## config.mk

```make
export PLATFORM = sky130hd
export DESIGN_NAME = mmu_ctl_regs
export DESIGN_NICKNAME = d
export VERILOG_FILES = /design/src/rtl/mmu_regs_pkg.sv /design/src/rtl/mmu_reg_decode.sv /design/src/rtl/mmu_reg_store.sv /design/src/rtl/mmu_side_fx.sv /design/src/rtl/mmu_ctl_regs.sv
export SDC_FILE = /design/constraint.sdc
export NUM_CORES = 1
export LEC_CHECK = 0
export ABC_AREA = 1
export BUFFER_PORTS_ARGS = -buffer_cell sky130_fd_sc_hd__clkbuf_2
export CAP_MARGIN = 10
export CORE_MARGIN = 2
export CORE_UTILIZATION = 51
export DETAILED_ROUTE_END_ITERATION = 12
export PLACE_DENSITY = 0.81
export SETUP_SLACK_MARGIN = 0.15
export SYNTH_ARGS = -nofsm -noshare
export SYNTH_HDL_FRONTEND = slang
export SYNTH_SLANG_ARGS = --single-unit
```

## constraint.sdc

```tcl
create_clock -name clk -period 1.7 [get_ports clk]
set_clock_uncertainty 0.1 [all_clocks]
set_input_delay 0 -clock clk [delete_from_list [all_inputs] [get_ports clk]]
set_output_delay 0 -clock clk [all_outputs]
set_load 0.05 [all_outputs]
```

## src/rtl/mmu_regs_pkg.sv

```systemverilog
package mmu_regs_pkg;

    localparam int DW         = 32;
    localparam int ASID_W     = 8;
    localparam int NUM_REGS   = 9;
    localparam int ID_W       = $clog2(NUM_REGS);
    localparam int ASSIST_KEEP = 4;
    localparam int EVT_KEEP    = 11;
    localparam logic [1:0] SIZE_WORD = 2'd2;

    // Word index of each register; the bank's address map depends on this order.
    typedef enum logic [ID_W-1:0] {
        RID_CTRL   = 4'd0,
        RID_PTEH   = 4'd1,
        RID_PTEL   = 4'd2,
        RID_ASSIST = 4'd3,
        RID_TBASE  = 4'd4,
        RID_FAULT  = 4'd5,
        RID_TRAP   = 4'd6,
        RID_EXC    = 4'd7,
        RID_INT    = 4'd8
    } reg_id_e;

    // A decoded access that passed size, alignment and range checks.
    typedef struct packed {
        logic           valid;
        logic           write;
        reg_id_e        id;
        logic [DW-1:0]  wdata;
    } acc_t;

    // Bits each register retains from a write.
    function automatic logic [DW-1:0] keep_mask(reg_id_e id, int unsigned inval_bit);
        logic [DW-1:0] m;
        case (id)
            RID_CTRL:                  m = ~(DW'(1) << inval_bit);
            RID_ASSIST:                m = {DW{1'b1}} >> (DW - ASSIST_KEEP);
            RID_TRAP, RID_EXC, RID_INT: m = {DW{1'b1}} >> (DW - EVT_KEEP);
            default:                   m = {DW{1'b1}};
        endcase
        return m;
    endfunction

endpackage

```

## src/rtl/mmu_reg_decode.sv

```systemverilog
module mmu_reg_decode
    import mmu_regs_pkg::*;
#(
    parameter int ADDR_W = 6
) (
    input  logic              req_valid,
    input  logic              req_write,
    input  logic [ADDR_W-1:0] req_addr,
    input  logic [1:0]        req_size,
    input  logic [DW-1:0]     req_wdata,
    output acc_t              acc,
    output logic              bad
);
    localparam int IDX_W = ADDR_W - 2;

    logic [IDX_W-1:0] idx;
    logic             aligned;
    logic             in_map;
    logic             ok;

    always_comb begin
        idx     = req_addr[ADDR_W-1:2];
        aligned = (req_addr[1:0] == 2'b00);
        in_map  = (idx < IDX_W'(NUM_REGS));
        ok      = aligned && in_map && (req_size == SIZE_WORD);

        acc.valid = req_valid && ok;
        acc.write = req_write;
        acc.id    = reg_id_e'(idx[ID_W-1:0]);
        acc.wdata = req_wdata;
        bad       = req_valid && !ok;
    end
endmodule

```

## src/rtl/mmu_reg_store.sv

```systemverilog
module mmu_reg_store
    import mmu_regs_pkg::*;
#(
    parameter int INVAL_BIT = 2
) (
    input  logic                          clk,
    input  logic                          rst,
    input  acc_t                          acc,
    output logic [NUM_REGS-1:0][DW-1:0]   regs
);
    for (genvar g = 0; g < NUM_REGS; g++) begin : g_reg
        localparam reg_id_e    MY_ID   = reg_id_e'(g);
        localparam logic [DW-1:0] MY_KEEP = keep_mask(MY_ID, INVAL_BIT);

        always_ff @(posedge clk) begin
            if (rst) begin
                regs[g] <= '0;
            end else if (acc.valid && acc.write && acc.id == MY_ID) begin
                regs[g] <= acc.wdata & MY_KEEP;
            end
        end
    end
endmodule

```

## src/rtl/mmu_side_fx.sv

```systemverilog
module mmu_side_fx
    import mmu_regs_pkg::*;
#(
    parameter int INVAL_BIT = 2
) (
    input  logic              clk,
    input  logic              rst,
    input  acc_t              acc,
    input  logic [ASID_W-1:0] cur_asid,
    output logic              inval_q,
    output logic              flush_q
);
    logic wr_ctrl;
    logic wr_pteh;

    always_comb begin
        wr_ctrl = acc.valid && acc.write && (acc.id == RID_CTRL);
        wr_pteh = acc.valid && acc.write && (acc.id == RID_PTEH);
    end

    always_ff @(posedge clk) begin
        if (rst) begin
            inval_q <= 1'b0;
            flush_q <= 1'b0;
        end else begin
            inval_q <= wr_ctrl && acc.wdata[INVAL_BIT];
            flush_q <= wr_pteh && (acc.wdata[ASID_W-1:0] != cur_asid);
        end
    end
endmodule

```

## src/rtl/mmu_ctl_regs.sv

```systemverilog
module mmu_ctl_regs
    import mmu_regs_pkg::*;
#(
    parameter int ADDR_W    = 6,
    parameter int INVAL_BIT = 2
) (
    input  logic              clk,
    input  logic              rst,
    input  logic              req_valid,
    input  logic              req_write,
    input  logic [ADDR_W-1:0] req_addr,
    input  logic [1:0]        req_size,
    input  logic [DW-1:0]     req_wdata,
    output logic              rsp_valid,
    output logic              rsp_err,
    output logic [DW-1:0]     rsp_rdata,
    output logic              tlb_inval,
    output logic              asid_flush
);
    acc_t                        acc;
    logic                        bad;
    logic [NUM_REGS-1:0][DW-1:0] regs;

    mmu_reg_decode #(.ADDR_W(ADDR_W)) u_dec (
        .req_valid (req_valid),
        .req_write (req_write),
        .req_addr  (req_addr),
        .req_size  (req_size),
        .req_wdata (req_wdata),
        .acc       (acc),
        .bad       (bad)
    );

    mmu_reg_store #(.INVAL_BIT(INVAL_BIT)) u_store (
        .clk  (clk),
        .rst  (rst),
        .acc  (acc),
        .regs (regs)
    );

    mmu_side_fx #(.INVAL_BIT(INVAL_BIT)) u_fx (
        .clk      (clk),
        .rst      (rst),
        .acc      (acc),
        .cur_asid (regs[RID_PTEH][ASID_W-1:0]),
        .inval_q  (tlb_inval),
        .flush_q  (asid_flush)
    );

    always_ff @(posedge clk) begin
        if (rst) begin
            rsp_valid <= 1'b0;
            rsp_err   <= 1'b0;
            rsp_rdata <= '0;
        end else begin
            rsp_valid <= req_valid;
            rsp_err   <= bad;
            rsp_rdata <= (acc.valid && !acc.write) ? regs[acc.id] : '0;
        end
    end
endmodule

```

==> results_dict.tcl <==
set metrics [dict create \
    outcome "complete, no violations" \
    grt_first_pass_wirelength_um 45710 \
    final.setup.worst_slack_ns 0.2434 \
    post_layout_nonfiller_instances 2093 \
    final_routed_wire_length_divided_by_cell_count_um 13.43 \
    via_per_inst 4.867 \
    drt-total-wl_um 28110 \
    detailedPlacementHpwl_um 17430 \
    critical_path_class "input port to flop" \
    synthArstFlopShare_pct 0 \
    drtAntennaViolNets 0 \
    ctsRootBufferMaster "sky130_fd_sc_hd__clkbuf_16" \
    cts_inserted_buffers 25 \
    cts.htree.levels 1 \
    core.rowCount 52 \
    max-vdd-ir-drop_mv 0.8528 \
    drc_violation_count_after_routing 0 \
    synth-edff-count 0 \
    core_area_sq_um 20230 \
    pre_cts_worst_setup_slack_ns 0.07593 \
    final_period_demand_of_the_worst_path_ns 1.457 \
    first_pass_iters 7 \
    tritoncts "done" \
    finalCritPeriodShare_pct 85.68 \
    n_antenna_cell 0 \
    synth_flop_cell "sky130_fd_sc_hd__dfxtp_1" \
    synth.ff_latch_count 232 \
    cellPowerDensity_nw_per_um2 895.8 \
    buffer_ports.inserted 79 \
    synthesis.instances 1703 \
    postSynthAreaPerCell_sq_um 6.190 \
    maximum_number_of_pins_on_one_net_before_global_route_repair 66 \
    synth-warning-count 0 \
    worst_ep_arrival_time_ns 1.81 \
    tightestPinTransition_ns 0.4831 \
    numClockSinks 232 \
    cap_viol_max_count 0 \
    post_route_cells_drive_above_1_share_pct 10.48 \
    worstSetupStartpointType "input port" \
    total_power_uw 11290 \
    finalSetupViolCount 0 \
    flow.area_growth_from_synthesis_pct 19.53 \
    slew_headroom_pct 67.67 \
    post-place-cells 2010 \
    boundaryPins 80 \
    die_area_sq_um 21840 \
    vias_in_the_first_global_route 9391 \
    initial_utilization_pct 52.10 \
    floorplan.die.height_um 147.8 \
    clkLatencyLatePin_ns 0.51 \
    number_of_nets_in_the_layout 1852 \
    track_usage_pct 25.36 \
    worst-endpoint-required_ns 2.06 \
    max_slew_violation_count 0 \
    max_freq_ghz 0.6865 \
    ctsLongestPathBuffers 3 \
    grt.overflow.total 0 \
    rsz0062_at_grt "yes" \
    die_w_um 147.8 \
    gp_weighted_congestion 0.8668 \
    synth.net_count 1747 \
    synth_cell_type_count 25 \
    clk_transition_reported_paths_ns 0.06 \
    min_path_type "input port to flop" \
    critical_path.endpoint_type "flop" \
    vias 10190 \
    whs_ns 0.01996 \
    timing_hold_violations_final 0 \
    leakage_uw 0.006623 \
    critPathMaxFanout 65 \
    first_iter_violations 808 \
    yosysSeqAreaShare_pct 44.06 \
    finalSetupTns_ns 0 \
    netlist_area_sq_um 10540 \
    grt_antenna_before_repair 0 \
]
where the power goes:
part | internal, uW | switching (uW)
registers | 5440 | 2.20
logic | 181 | 380
clock network | 3150 | 2130
cell type report:
class                   instances  area, sq um
clock inverters                10        100.1
repair buffers                167         1290
inverters                     215        814.5
clock buffers                  32        691.9
well taps                     270        337.8
fillers                      1745         7635
multi-input cells            1167         4720
flip-flops and latches        232         4646
final timing paths:
path	end	slack [ns]	startpoint	cells past startpoint
max	u_store.regs[34]	0.24	req_size[1]	10
min	rsp_rdata[3]	0.02	req_addr[3]	8
max reg2reg	u_fx.flush_q	0.56	u_store.regs[33]	6
min reg2reg	u_store.regs[16]	0.41	u_store.regs[16]	4
per-stage QoR:
stage	instance area [sq um]	util, %
after floorplan	10540	-
final	12600	62.27
after global routing	12600	62.27
after global placement	11360	56.16
after CTS	12570	62.10
after detailed placement	11360	56.16
per-layer routing:
layer	vias up	global-route usage (%)	part of all wire (%)
met4	0	8.990	2.9
met3	62	3.765	7.0
li1	5203	-	-
met5	-	0	0
met2	328	43.26	47
met1	4593	32.81	43
cell usage after synthesis (5+ instances only):
master	count	share of area [%]
sky130_fd_sc_hd__a21oi_1	22	1.0
sky130_fd_sc_hd__buf_2	32	1.5
sky130_fd_sc_hd__clkbuf_1	51	1.8
sky130_fd_sc_hd__dfxtp_1	232	44
sky130_fd_sc_hd__inv_1	207	7.4
sky130_fd_sc_hd__inv_2	7	0.25
sky130_fd_sc_hd__nand2_1	569	20
sky130_fd_sc_hd__nand3_1	16	0.76
sky130_fd_sc_hd__nand4_1	5	0.30
sky130_fd_sc_hd__nor2_1	475	17
sky130_fd_sc_hd__nor2_2	6	0.36
sky130_fd_sc_hd__o211ai_1	20	1.4
sky130_fd_sc_hd__o21ai_0	21	1.0
sky130_fd_sc_hd__o22ai_1	10	0.59
sky130_fd_sc_hd__xnor2_1	8	0.66
state kept, by name (all words and copies together), names as in the netlist:
signal and cells:
rsp_valid 1, u_store.regs 196, rsp_rdata 32, u_fx.inval_q 1, rsp_err 1, u_fx.flush_q 1
cell usage in the layout (no fill, tap or decap), drive strengths merged:
| cell | instances |
|---|---|
| dfxtp | 232 |
| o21ai | 25 |
| xnor2 | 8 |
| and2 | 1 |
| bufinv | 2 |
| dlygate4sd3 | 40 |
| inv | 215 |
| nand3 | 16 |
| a21oi | 22 |
| clkbuf | 112 |
| nor3 | 1 |
| nor2 | 483 |
| clkinv | 8 |
| nand4 | 9 |
| o211ai | 20 |
| nand2 | 572 |
| o22ai | 10 |
| buf | 47 |
worst max-delay path, cell delays in order:
cell and delay, ns:
sky130_fd_sc_hd__dlygate4sd3_1 0.53, sky130_fd_sc_hd__clkbuf_2 0.10, sky130_fd_sc_hd__nand2_1 0.06, sky130_fd_sc_hd__nor2_2 0.18, sky130_fd_sc_hd__buf_4 0.23, sky130_fd_sc_hd__nand4_1 0.18, sky130_fd_sc_hd__buf_12 0.25, sky130_fd_sc_hd__nand2_1 0.10
sky130_fd_sc_hd__nand2_1 0.05, sky130_fd_sc_hd__nor2_1 0.09
kinds of logic after synthesis:
kind of cell	share of synthesized area (%)
and+or+nand+nor	39.56
buffers and inverters	11.47
DFF	44.06
AOI/OAI and AO/OA	4.249
xor gates and xnor gates	0.6647
timing repair:
item / 4_1_cts / 5_1_grt
hold buffers: 41 / 0
setup buffers: 0 / 0
hold endpoints to repair: 230 / 0
setup endpoints to repair: 0 / 7
resized for setup: 0 / 4
Note: power is estimated with default switching activity, not from simulation.
